File: config.mk
export PLATFORM = sky130hd
export DESIGN_NAME = sc_nack_rx
export DESIGN_NICKNAME = d
export VERILOG_FILES = /design/src/rtl/sc_nack_pkg.sv /design/src/rtl/sc_par_acc.sv /design/src/rtl/sc_err_policy.sv /design/src/rtl/sc_nack_timer.sv /design/src/rtl/sc_nack_rx.sv
export SDC_FILE = /design/constraint.sdc
export NUM_CORES = 1
export LEC_CHECK = 0
export BUFFER_PORTS_ARGS = -buffer_cell sky130_fd_sc_hd__buf_2
export CORE_UTILIZATION = 47
export CTS_CLUSTER_DIAMETER = 100
export DETAILED_ROUTE_END_ITERATION = 6
export GPL_ROUTABILITY_DRIVEN = 0
export PLACE_DENSITY = 0.81
export SLEW_MARGIN = 40
export SYNTH_ARGS = -nofsm -noshare
export SYNTH_HDL_FRONTEND = slang
export SYNTH_SLANG_ARGS = --single-unit
export TNS_END_PERCENT = 30
File: constraint.sdc
create_clock -name clk -period 1.8 [get_ports clk]
set_clock_uncertainty 0.1 [all_clocks]
set_input_delay 0.09 -clock clk [delete_from_list [all_inputs] [get_ports clk]]
set_output_delay 0.09 -clock clk [all_outputs]
set_load 0.02 [all_outputs]
File: src/rtl/sc_nack_pkg.sv
package sc_nack_pkg;

    typedef enum logic [1:0] {
        TMR_IDLE  = 2'd0,
        TMR_WAIT  = 2'd1,
        TMR_DRIVE = 2'd2
    } tmr_state_e;

    // Saturating increment for the error count
    function automatic logic [7:0] sat_inc8(input logic [7:0] v, input logic [7:0] vmax);
        return (v >= vmax) ? vmax : v + 8'd1;
    endfunction

endpackage

File: src/rtl/sc_par_acc.sv
// Running parity over strobed bits; reports at the parity-bit strobe.
module sc_par_acc (
    input  logic clk,
    input  logic rst_n,
    input  logic bit_stb,
    input  logic rx_bit,
    input  logic char_done,
    output logic chk_vld,
    output logic chk_bad
);
    typedef struct packed {
        logic acc;
    } acc_regs_t;

    acc_regs_t r_d, r_q;

    always_comb begin
        r_d = r_q;
        chk_vld = bit_stb && char_done;
        // Even parity: XOR of all nine bits must be zero
        chk_bad = r_q.acc ^ rx_bit;
        if (bit_stb) begin
            if (char_done) begin
                r_d.acc = 1'b0;
            end else begin
                r_d.acc = r_q.acc ^ rx_bit;
            end
        end
    end

    always_ff @(posedge clk or negedge rst_n) begin
        if (!rst_n) begin
            r_q <= '0;
        end else begin
            r_q <= r_d;
        end
    end
endmodule

File: src/rtl/sc_err_policy.sv
// Consecutive error counting and the refuse/accept decision.
module sc_err_policy #(
    parameter int ITER_W = 3
) (
    input  logic              clk,
    input  logic              rst_n,
    input  logic              chk_vld,
    input  logic              chk_bad,
    input  logic              t0_mode,
    input  logic              nack_inhibit,
    input  logic              succ_limit_en,
    input  logic [ITER_W-1:0] max_iter,
    output logic              par_err,
    output logic [ITER_W-1:0] err_cnt,
    output logic              nack_start
);
    localparam logic [ITER_W-1:0] CNT_MAX = '1;

    typedef struct packed {
        logic              perr;
        logic [ITER_W-1:0] cnt;
        logic              start;
    } pol_regs_t;

    pol_regs_t r_d, r_q;
    logic      under_cap;
    logic      refuse;

    always_comb begin
        r_d       = r_q;
        under_cap = (r_q.cnt < max_iter);
        refuse    = t0_mode && chk_bad && !nack_inhibit &&
                    (!succ_limit_en || under_cap);
        r_d.perr  = 1'b0;
        r_d.start = 1'b0;
        if (!t0_mode) begin
            r_d.cnt = '0;
        end
        if (chk_vld) begin
            r_d.perr  = chk_bad;
            r_d.start = refuse;
            if (!t0_mode || !chk_bad) begin
                r_d.cnt = '0;
            end else if (r_q.cnt != CNT_MAX) begin
                r_d.cnt = r_q.cnt + ITER_W'(1);
            end
        end
    end

    always_ff @(posedge clk or negedge rst_n) begin
        if (!rst_n) begin
            r_q <= '0;
        end else begin
            r_q <= r_d;
        end
    end

    assign par_err    = r_q.perr;
    assign err_cnt    = r_q.cnt;
    assign nack_start = r_q.start;
endmodule

File: src/rtl/sc_nack_timer.sv
// Delays the NACK by half a bit and holds it for one bit time.
module sc_nack_timer
    import sc_nack_pkg::*;
#(
    parameter int BIT_CYC  = 16,
    parameter int HALF_CYC = 8
) (
    input  logic clk,
    input  logic rst_n,
    input  logic start,
    output logic drive
);
    localparam int TW = (BIT_CYC > 2) ? $clog2(BIT_CYC) : 1;
    localparam logic [TW-1:0] WAIT_LD  = TW'(HALF_CYC - 2);
    localparam logic [TW-1:0] DRIVE_LD = TW'(BIT_CYC - 1);

    typedef struct packed {
        tmr_state_e    st;
        logic [TW-1:0] cnt;
    } tmr_regs_t;

    tmr_regs_t r_d, r_q;

    always_comb begin
        r_d = r_q;
        unique case (r_q.st)
            TMR_WAIT: begin
                if (r_q.cnt == '0) begin
                    r_d.st  = TMR_DRIVE;
                    r_d.cnt = DRIVE_LD;
                end else begin
                    r_d.cnt = r_q.cnt - TW'(1);
                end
            end
            TMR_DRIVE: begin
                if (r_q.cnt == '0) begin
                    r_d.st = TMR_IDLE;
                end else begin
                    r_d.cnt = r_q.cnt - TW'(1);
                end
            end
            default: begin
                r_d.st  = TMR_IDLE;
                r_d.cnt = '0;
            end
        endcase
        // A new request restarts the delay
        if (start) begin
            r_d.st  = TMR_WAIT;
            r_d.cnt = WAIT_LD;
        end
    end

    always_ff @(posedge clk or negedge rst_n) begin
        if (!rst_n) begin
            r_q <= '{st: TMR_IDLE, cnt: '0};
        end else begin
            r_q <= r_d;
        end
    end

    assign drive = (r_q.st == TMR_DRIVE);
endmodule

File: src/rtl/sc_nack_rx.sv
module sc_nack_rx #(
    parameter int BIT_CYC = 16,
    parameter int ITER_W  = 3
) (
    input  logic              clk,
    input  logic              rst_n,
    input  logic              bit_stb,
    input  logic              rx_bit,
    input  logic              char_done,
    input  logic              t0_mode,
    input  logic              nack_inhibit,
    input  logic              succ_limit_en,
    input  logic [ITER_W-1:0] max_iter,
    output logic              nack_drv,
    output logic              par_err,
    output logic [ITER_W-1:0] err_cnt
);
    localparam int HALF_CYC = BIT_CYC / 2;

    logic chk_vld;
    logic chk_bad;
    logic nack_start;

    sc_par_acc u_par (
        .clk       (clk),
        .rst_n     (rst_n),
        .bit_stb   (bit_stb),
        .rx_bit    (rx_bit),
        .char_done (char_done),
        .chk_vld   (chk_vld),
        .chk_bad   (chk_bad)
    );

    sc_err_policy #(.ITER_W(ITER_W)) u_pol (
        .clk           (clk),
        .rst_n         (rst_n),
        .chk_vld       (chk_vld),
        .chk_bad       (chk_bad),
        .t0_mode       (t0_mode),
        .nack_inhibit  (nack_inhibit),
        .succ_limit_en (succ_limit_en),
        .max_iter      (max_iter),
        .par_err       (par_err),
        .err_cnt       (err_cnt),
        .nack_start    (nack_start)
    );

    sc_nack_timer #(.BIT_CYC(BIT_CYC), .HALF_CYC(HALF_CYC)) u_tmr (
        .clk   (clk),
        .rst_n (rst_n),
        .start (nack_start),
        .drive (nack_drv)
    );
endmodule

# Yosys cells after proc, flatten, opt, wreduce, memory -nomap -nowiden
# Cells that the tools add are included.
[totals]
latchBits = 0
mem_bits_ro = 0
ramBits = 0
mem_count = 0
regBits = 12
out_inout_bits = 5
[op_classes]
shifts = 0
n_bitwise = 1
magnitude_cmp = 1
n_mul = 0
n_reduce_logical = 12
n_eq_ne = 6
add_sub_neg = 2
n_mux = 11
n_div = 0
[ops]
columns = ["operator", "n"]
rows = [
  ["$pmux 6 s2", 1],
  ["$mux 3", 3],
  ["$mux 4", 2],
  ["$mux 6", 1],
  ["$ne 3x3->1 const B", 2],
  ["$mux 5", 1],
  ["$logic_and 1x1->1", 4],
  ["$logic_not 1->1", 4],
  ["$logic_not 4->1", 1],
  ["$mux 2", 2],
  ["$sub 4x1->4 const B", 1],
  ["$add 3x1->3 const B", 1],
  ["$lt 3x3->1", 1],
  ["$ne 3x1->1 const B", 1],
  ["$ne 3x2->1 const B", 1],
  ["$eq 2x1->1 const B", 1],
  ["$eq 2x2->1 const B", 1],
  ["$logic_or 1x1->1", 2],
  ["$reduce_and 2->1", 1],
  ["$mux 1", 1],
  ["$xor 1x1->1", 1],
]

# Longest topological paths before layout
# Gate-level depths: netlist (run 1).
[logic_depth]
depth_word = 5
mapped_depth = 5
ltp_nobuf = 5

# Hierarchy
# Synthesis (run 1) repeated with hierarchy kept, for this count alone.
[hier_totals]
cells_unflattened = 70
area_unflattened_um2 = 748.2
[by_module_without_submodules]
columns = ["module", "cells_each", "n_inst", "area_per_inst_um2"]
rows = [
  ["sc_nack_timer", 34, 1, 375.4],
  ["sc_err_policy", 29, 1, 297.8],
  ["sc_par_acc", 7, 1, 75.1],
]

# Worst setup path after synthesis (run 1)
# Ideal clock, no wire load.
[synth_timing]
path_kind = "register to register"
from = "reg u_tmr.r_q[0] (netlist name)"
to = "reg u_tmr.r_q[0] (netlist name)"
synth_period_minus_slack_ps = 1780
setup_time_ps = 111
arrival_time_ps = 1569
stages_incl_launch_ff = 6
slack_ps = 20
path_cell_list = "dfrtp_1 > inv_1 > ha_1 > nor3b_2 > mux2_4 > a2111oi_2"
[synth_between]
elab_chain_len = 4
[synth_rtl]
columns = ["item", "line", "text"]
rows = [
  ["start: declaration", "sc_nack_timer.sv:22", "tmr_regs_t r_d, r_q;"],
  ["start signal: assignment", "sc_nack_timer.sv:56", "r_q <= '{st: TMR_IDLE, cnt: '0};"],
  ["start signal: assignment", "sc_nack_timer.sv:58", "r_q <= r_d;"],
  ["$sub 4x1->4 / $logic_not 4->1 (equally long branches)", "n/a", ""],
  ["$mux 4 (on tied branches)", "sc_nack_timer.sv:36, sc_nack_timer.sv:28", ""],
  ["$pmux 6 s2", "sc_nack_timer.sv:26", "unique case (r_q.st)"],
  ["$mux 6", "sc_nack_timer.sv:48", "if (start) begin"],
]
# Several ways; a longest one is shown, not always the timed one. The select of a mux whose other input is x is not followed.
# A chain may end at the register's enable or synchronous reset.

# Worst setup path in the final report (run 1)
[layout_timing]
from = "reg u_tmr.r_q[1] (netlist name)"
to = "reg u_tmr.r_q[0] (netlist name)"
[layout_between]
elab_chain_len = 4
[layout_rtl]
columns = ["item", "line", "text"]
rows = [
  ["$logic_not 4->1 (*)", "sc_nack_timer.sv:28, sc_nack_timer.sv:36", ""],
  ["$mux 4", "sc_nack_timer.sv:28", "if (r_q.cnt == '0) begin"],
  ["$pmux 6 s2", "sc_nack_timer.sv:26", ""],
  ["$mux 6", "sc_nack_timer.sv:48", ""],
]
# Mark *: on every way between the ends. The rest lies on a longest branch, timed or not.

==> flow_summary.toml, run 1 <==
[worst_setup_path]
cp_slowest_stage_delay_ps = 410
worstSetupStartpoint = "u_tmr.r_q[1]"
critPathKind = "register to register"
path_buf_inv = 1
crit_arrival_ps = 1800
r2r-start = "u_tmr.r_q[1]"
slowest_stage = "dfrtp_1"
worstPathCellList = "inv_1 > ha_1 > nor3b_4 > mux2_4 > a2111oi_2"
cp.required_ps = 1870
path_max_fanout = 4
endpoint_kind = "register"
startpoint_type = "register"
crit_family = "flip-flops"

[run]
maxCapViolCount = 0

[die]
rows = 14
pin_count = 16
die_y_um = 42.9
die_w_um = 42.9
core-area_mm2 = 0.00154
start_util = 0.511
dieArea_mm2 = 0.00184

[clock_network]
path_clk_slew_ps = 70
clock-sinks = 12
cts_tree = "yes"
cts_buffers = 3
clk_latency_ps = 270
clk_path_buf_depth = 2
h-tree-depth = 1
clockRootBuffer = "clkbuf_4"

[min_path]
hp-class = "input pin to register"
worstHoldStart = "succ_limit_en"

[routing]
routed-wl-met2_um = 983
wl_met1_um = 695
first_pass_iters = 4
first_iter_violations = 18
antenna_left = 0
dr_wl_met3_um = 56
vias = 734
drt_wl_total_um = 1780
highest_layer = "met4"
via_per_inst = 5.92
wl_per_cell_um = 14.4
drc = 0

[global_routing]
grt_remaining_overflow = 0
grtUsageTotal = 0.236
grt_pass1_wl_um = 3180
grt_pass1_vias = 738
antenna_found_initial = 0
grt_max_degree = 13

[layout]
nets = 129
design_area_mm2 = 0.00101
synthToLayoutAreaGrowth_pct = 27.8
regArea_um2 = 300
fillCellCount = 133
antenna_cells = 0
multi_input_area_um2 = 463
drive_above_1_share = 0.259

[synth]
syn_nets = 98
synth.distinct_cells = 35
ys_ff_latch = 12
synth_cells = 79
ys_seq_area_frac = 0.382
synth-edff-count = 0
mappedNetlistArea_um2 = 787
ys_warn_count = 0
async_flop_share = 1.00
yosys_most_used_dff = "dfrtp_1"
avgSynthCellArea_um2 = 9.96

[placement]
pre_cts_ws_ps = 40.5
port_buffers = 15
postPlaceCellArea_um2 = 912
hpwl_um = 1310

[timing]
fin_ws_ps = 67.6
setup_viol = 0
hold_viol = 0
tightest_slew_ps = 393
finalCritPeriodShare = 0.962
period_needed_ps = 1730
drv_slew = 0
max-slew-margin-rel = 0.736
max_freq_ghz = 0.577

[power]
peakVddDrop_v = 0.000406
p_leak_nw = 0.497
p_per_area_mw_per_mm2 = 576

[status]
status = "finished, final reports clean"
-- flip-flops by register name (all words and copies together) (netlist names) --
register and flops:
u_par.r_q 1, u_tmr.r_q 6, u_pol.nack_start 1, u_pol.err_cnt 3
u_pol.par_err 1
-- final timing paths --
| check | endpoint | slack [ps] | depth (start not counted) |
|---|---|---|---|
| max in group asynchronous | u_pol.err_cnt[2] | 1260 | 2 |
| worst max-delay path | u_tmr.r_q[0] | 70 | 5 |
| worst max register to register | u_tmr.r_q[0] | 70 | 5 |
| worst min register to register | u_tmr.r_q[0] | 460 | 1 |
| min in group asynchronous | u_tmr.r_q[5] | 130 | 2 |
| worst min-delay path | u_pol.nack_start | 60 | 3 |
-- layout make-up --
type,instances,area share
timing repair buffer,26,0.169
multi-input combinational,59,0.460
tap,16,0.0199
inverter,8,0.0299
sequential,12,0.299
clock buffer,3,0.0224
-- layer usage --
layer / track usage / vias up
met4: 0.144 / 0
met3: 0.0426 / 7
met2: 0.418 / 24
li1: - / 350
met1: 0.256 / 353
met5: 0 / -
-- cell families after synthesis --
kind of cell / after synthesis / share of synthesized area
buf+inv: 8 / 0.0382
fa+ha+maj: 8 / 0.127
flops: 12 / 0.382
simple gates: 27 / 0.215
mux: 1 / 0.0191
xor+xnor: 1 / 0.0111
compound gates: 22 / 0.208
-- cell usage after synthesis, types with 2 or more instances --
cell | instances | area share
a21oi_1 | 2 | 0.013
dfrtp_1 | 12 | 0.38
ha_1 | 8 | 0.13
inv_1 | 8 | 0.038
nand2_1 | 5 | 0.024
nand2b_1 | 2 | 0.016
nand3_1 | 2 | 0.013
nand4bb_1 | 2 | 0.029
nor2_1 | 3 | 0.014
nor2b_1 | 5 | 0.040
o211ai_1 | 2 | 0.019
o21a_1 | 2 | 0.019
o21ai_0 | 3 | 0.019
o31ai_1 | 2 | 0.019
-- report_power, final --
group	internal, mW	total (mW)	leakage (nW)	switching (mW)
clock network	0.0775	0.168	0.0138	0.0901
logic	0.0627	0.122	0.318	0.0597
registers	0.280	0.289	0.165	0.00937
total	0.420	0.579	0.497	0.159
-- layout by cell type, fill, tap and decap left out, types with 3 or more instances in the layout --
cell type / count
nor2b_1: 5
o21ai_0: 3
buf_2: 15
nor2_1: 3
clkbuf_4: 3
ha_1: 8
buf_4: 6
dfrtp_1: 12
dlygate4sd3_1: 5
inv_1: 8
nand2_1: 5
-- per-stage QoR --
step / power [mW] / TNS (ps) / utilization / std cells / hold slack, ps
2_1_floorplan: 0.355 / 0 / - / 79 / -306
3_3_place_gp: 0.397 / 0 / 0.592 / 114 / -116
3_5_place_dp: 0.402 / 0 / 0.592 / 114 / -113
4_1_cts: 0.577 / 0 / 0.639 / 122 / 52.7
5_1_grt: 0.612 / -0.127 / 0.653 / 124 / 65.7
6_report: 0.579 / 0 / 0.653 / 124 / 58.4
-- tightest hold or removal path, cell delays in order --
cell	delay, ps
buf_2	100
o21ai_0	70
o211a_1	140
-- timing repair --
action / CTS / global route
hold buffers: 5 / 0
endpoints found under the setup margin: 0 / 1
gates resized for setup: 0 / 1
buffers inserted: 0 / 2
endpoints found under the hold margin: 15 / 0
No activity file was read; power rests on OpenSTA's default activity.
==> run 2: changes to the inputs <==
--- a/config.mk
+++ b/config.mk
@@ -11,6 +11,8 @@
 export DETAILED_ROUTE_END_ITERATION = 6
 export GPL_ROUTABILITY_DRIVEN = 0
 export PLACE_DENSITY = 0.81
+export REMOVE_ABC_BUFFERS = 1
+export SKIP_CTS_REPAIR_TIMING = 1
 export SLEW_MARGIN = 40
 export SYNTH_ARGS = -nofsm -noshare
 export SYNTH_HDL_FRONTEND = slang
==> run 2 against run 1 <==
Cell area unchanged. Largest power group unchanged. Sequential share of layout area unchanged. Register-to-register slack barely moved. Clock-buffer cell count stayed put. Cell count stayed put.
==> flow_summary.toml, run 2 (same netlist as run 1, synthesis figures left out) <==
[status]
status = "finished, final reports clean"

[routing]
vias = 717
drt_wl_total_um = 1800
first_iter_violations = 27
wl_per_cell_um = 14.5
drc = 0
antenna_left = 0
via_per_inst = 5.78
first_pass_iters = 4

[clock_network]
clock-sinks = 12
h-tree-depth = 1
clockRootBuffer = "clkbuf_4"
clk_latency_ps = 280
cts_tree = "yes"
path_clk_slew_ps = 80
cts_buffers = 3
clk_path_buf_depth = 2

[die]
rows = 14
pin_count = 16
start_util = 0.511
core-area_mm2 = 0.00154
dieArea_mm2 = 0.00184
die_y_um = 42.9
die_w_um = 42.9

[layout]
final_cells = 124
multi_input_area_um2 = 463
top_register = "u_tmr.r_q"
largest_reg_flops = 6
final_common_cell = "buf_2"
nets = 129
drive_above_1_share = 0.259
regArea_um2 = 300
antenna_cells = 0
fillCellCount = 132
fin_util = 0.653
synthToLayoutAreaGrowth_pct = 27.8
mostFrequentLayoutCells = "15 x buf_2, 12 x dfrtp_1, 8 x inv_1, 8 x ha_1, 6 x buf_4"

[power]
comb_power_share = 0.210
p_per_area_mw_per_mm2 = 579
p_sw_frac = 0.278
power_uw = 582
p_seq_frac = 0.497
p_sw_uw = 162
peakVddDrop_v = 0.000420
p_leak_nw = 0.497
p_clk_frac = 0.293
p_int_uw = 420

[global_routing]
grt_pass1_vias = 703
grt_max_degree = 13
antenna_found_initial = 0
grtUsageTotal = 0.228
grt_pass1_wl_um = 3070
grt_remaining_overflow = 0

[placement]
port_buffers = 15
placedCellCount = 114
hpwl_um = 1310

[timing]
finalCritPeriodShare = 0.963
drv_slew = 0
period_needed_ps = 1730
tightest_slew_ps = 391
max-slew-margin-rel = 0.738
max_freq_ghz = 0.577
setup_viol = 0
hold_viol = 0
hold_slack_ps = 58.8

[worst_setup_path]
crit_arrival_ps = 1810
startpoint_type = "register"
rr_worst_depth = 5
cp.required_ps = 1870
r2r-start = "u_tmr.r_q[1]"
path_max_fanout = 4
reg2reg_setup_slack_ps = 70
r2r-end = "u_tmr.r_q[0]"
endpoint_kind = "register"
critPathKind = "register to register"

[min_path]
hp-class = "input pin to register"
holdPathEnd = "u_pol.nack_start"
whs_path_depth = 3
worstHoldStart = "succ_limit_en"

[run]
maxCapViolCount = 0
run 2: layout make-up:
cell class / instances / share of cell area
clock buffer: 3 / 0.0224
timing repair buffer: 26 / 0.169
inverter: 8 / 0.0299
multi-input combinational: 59 / 0.460
sequential: 12 / 0.299
tap: 16 / 0.0199
run 2: how the worst max path moves through the flow:
stage | startpoint | end | slack [ps] | cells after the start
6_report | u_tmr.r_q[1] | u_tmr.r_q[0] | 70 | 5
5_1_grt | u_tmr.r_q[1] | u_tmr.r_q[0] | -0.1 | 5
4_1_cts | u_tmr.r_q[0] | u_tmr.r_q[0] | 20 | 5
3_5_place_dp | u_tmr.r_q[0] | u_tmr.r_q[0] | 40 | 5
3_3_place_gp | u_tmr.r_q[0] | u_tmr.r_q[0] | 130 | 5
2_1_floorplan | u_tmr.r_q[0] | u_tmr.r_q[0] | 20 | 5
run 2: metrics by stage:
step,setup TNS (ps),setup slack (ps),cell area (µm²)
3_5_place_dp,0,40.5,912
2_1_floorplan,0,19.7,787
3_3_place_gp,0,131,912
4_1_cts,0,19.7,935
5_1_grt,-0.127,-0.127,1010
6_report,0,66.1,1010
run 2: power groups by stage:
stage               logic [mW]  clock network, mW  registers [mW]
floorplan               0.0569                  0           0.298
global placement         0.103                  0           0.294
detailed placement       0.107                  0           0.295
CTS                      0.108              0.169           0.290
global route             0.138              0.182           0.291
finish                   0.122              0.171           0.290
run 2: critical path, stage by stage (launching register included):
cell       delay (ps)
dfrtp_1           410
inv_1              70
ha_1              170
nor3b_4           230
mux2_4            320
a2111oi_2         320
run 2: layer usage:
layer	share of wire	track usage	routed length (µm)
met3	0.033	0.0426	60
met2	0.55	0.406	985
met1	0.39	0.251	711
met5	0	0	0
met4	0.025	0.125	46
==> run 3: changes to the inputs <==
--- a/config.mk
+++ b/config.mk
@@ -6,11 +6,12 @@
 export NUM_CORES = 1
 export LEC_CHECK = 0
 export BUFFER_PORTS_ARGS = -buffer_cell sky130_fd_sc_hd__buf_2
-export CORE_UTILIZATION = 47
+export CORE_MARGIN = 5
+export CORE_UTILIZATION = 55
 export CTS_CLUSTER_DIAMETER = 100
 export DETAILED_ROUTE_END_ITERATION = 6
 export GPL_ROUTABILITY_DRIVEN = 0
-export PLACE_DENSITY = 0.81
+export PLACE_DENSITY = 0.88
 export REMOVE_ABC_BUFFERS = 1
 export SKIP_CTS_REPAIR_TIMING = 1
 export SLEW_MARGIN = 40
==> constraint.sdc (replaced) <==
create_clock -name clk -period 2 [get_ports clk]
set_clock_uncertainty 0.1 [all_clocks]
set_input_delay 0.1 -clock clk [delete_from_list [all_inputs] [get_ports clk]]
set_output_delay 0.1 -clock clk [all_outputs]
set_load 0.02 [all_outputs]
==> run 3 against run 2 <==
First-iteration DRC count down 67%. Sequential share of layout area rose by 1.3 points. Combinational power is 20% lower.
==> flow_summary.toml, run 3 (same netlist as run 1, synthesis figures left out) <==
[layout]
design_area_um2 = 963
antenna_cells = 0
mostFrequentLayoutCells = "15 x buf_2, 12 x dfrtp_1, 8 x inv_1, 8 x ha_1"
synthToLayoutAreaGrowth_pct = 22.4
fillCellCount = 103
nets = 122
drive_above_1_share = 0.225
final_common_cell = "buf_2"
largest_reg_flops = 6
top_register = "u_tmr.r_q"
final_cells = 117

[timing]
setup_tns_ps = 0
max-slew-margin-rel = 0.716
hold_viol = 0
drv_slew = 0
rsz0062_at_grt = "no"
max_freq_ghz = 0.533
tightest_slew_ps = 423
finalCritPeriodShare = 0.939
setup_viol = 0
period_needed_ps = 1880

[die]
core-area_mm2 = 0.00133
dieArea_mm2 = 0.00229
rows = 13
die_y_um = 47.8
die_w_um = 47.8
start_util = 0.590
pin_count = 16

[placement]
port_buffers = 15
postPlaceCellArea_um2 = 881
hpwl_um = 1210
placedCellCount = 109

[power]
p_sw_frac = 0.258
comb_power_share = 0.176
p_clk_frac = 0.351
p_leak_nw = 0.470
p_sw_uw = 143
p_int_uw = 410
p_seq_frac = 0.473
peakVddDrop_v = 0.000415
p_per_area_mw_per_mm2 = 574

[routing]
first_pass_iters = 4
antenna_left = 0
first_iter_violations = 9
drc = 0
wl_per_cell_um = 13.8
via_per_inst = 5.62
drt_wl_total_um = 1610
vias = 658

[global_routing]
grtUsageTotal = 0.158
antenna_found_initial = 0
grt_max_degree = 13
grt_pass1_wl_um = 2500
grt_pass1_vias = 616
grt_remaining_overflow = 0

[min_path]
hp-class = "input pin to register"

[worst_setup_path]
endpoint_kind = "register"
startpoint_type = "register"
worstPathCellList = "inv_1 > ha_1 > nor3b_4 > mux2_4 > a2111oi_2"
slowest_stage = "dfrtp_1"
crit_arrival_ps = 1950
path_buf_inv = 1
critPathKind = "register to register"
path_max_fanout = 5
crit_family = "flip-flops"
cp.required_ps = 2070
cp_slowest_stage_delay_ps = 430

[clock_network]
h-tree-depth = 1
clockRootBuffer = "clkbuf_4"
clock-sinks = 12
cts_tree = "yes"
clk_path_buf_depth = 2
cts_buffers = 3
path_clk_slew_ps = 80
clk_latency_ps = 270

[status]
status = "finished, final reports clean"

[run]
maxCapViolCount = 0
## run 3: cell count changes in the layout (fill, tap and decap cells not counted)
| cell | delta |
|---|---|
| dlygate4sd3_1 | -1 |
| buf_4 | -6 |
| clkbuf_8 | +1 |
## run 3: final timing paths
path,cells after the start,slack [ps],from,to
setup / recovery,5,120,u_tmr.r_q[0],u_tmr.r_q[0]
hold / removal,3,8,nack_inhibit,u_pol.nack_start
setup reg to reg,5,120,u_tmr.r_q[0],u_tmr.r_q[0]
hold reg to reg,1,430,u_pol.nack_start,u_tmr.r_q[0]
max in group asynchronous,2,1430,rst_n,u_pol.par_err
min in group asynchronous,2,150,rst_n,u_pol.err_cnt[0]
## run 3: area by class of cell
| type | count | area (µm²) | share of cell area |
|---|---|---|---|
| multi-input combinational | 59 | 463 | 0.481 |
| inverter | 8 | 30.0 | 0.0312 |
| timing repair buffer | 19 | 115 | 0.119 |
| sequential | 12 | 300 | 0.312 |
| clock buffer | 4 | 36.3 | 0.0377 |
| tap | 15 | 18.8 | 0.0195 |
## run 3: stage by stage
stage | setup slack [ps] | util | hold slack (ps) | total power, mW
after floorplan | 220 | - | -296 | 0.320
after global placement | 157 | 0.660 | -104 | 0.349
after detailed placement | 86.4 | 0.660 | -100 | 0.353
after CTS | 67.1 | 0.688 | -402 | 0.548
after global routing | 5.25 | 0.722 | 7.63 | 0.583
final | 123 | 0.722 | 8.36 | 0.553
## run 3: worst reg2reg max path, delay by kind of cell (launching register included)
family                   cells  cell delay, ps
AND/OR/NAND/NOR              1             310
buffers and inverters        1              70
flip-flops                   1             430
AO/OA/AOI/OAI                1             320
multiplexers                 1             330
adder cells (fa/ha/maj)      1             210
## run 3: routing by layer
layer / routed length (µm) / GRT usage
met2: 887 / 0.303
met3: 49 / 0.0338
met4: 10 / 0.0645
met1: 668 / 0.162
met5: 0 / 0
## run 3: power groups by stage
| stage | combinational [mW] | clock [mW] | sequential [mW] |
|---|---|---|---|
| finish | 0.0974 | 0.194 | 0.262 |
| global route | 0.107 | 0.212 | 0.263 |
| CTS | 0.0872 | 0.199 | 0.262 |
| detailed placement | 0.0863 | 0 | 0.266 |
| global placement | 0.0832 | 0 | 0.266 |
| floorplan | 0.0512 | 0 | 0.269 |
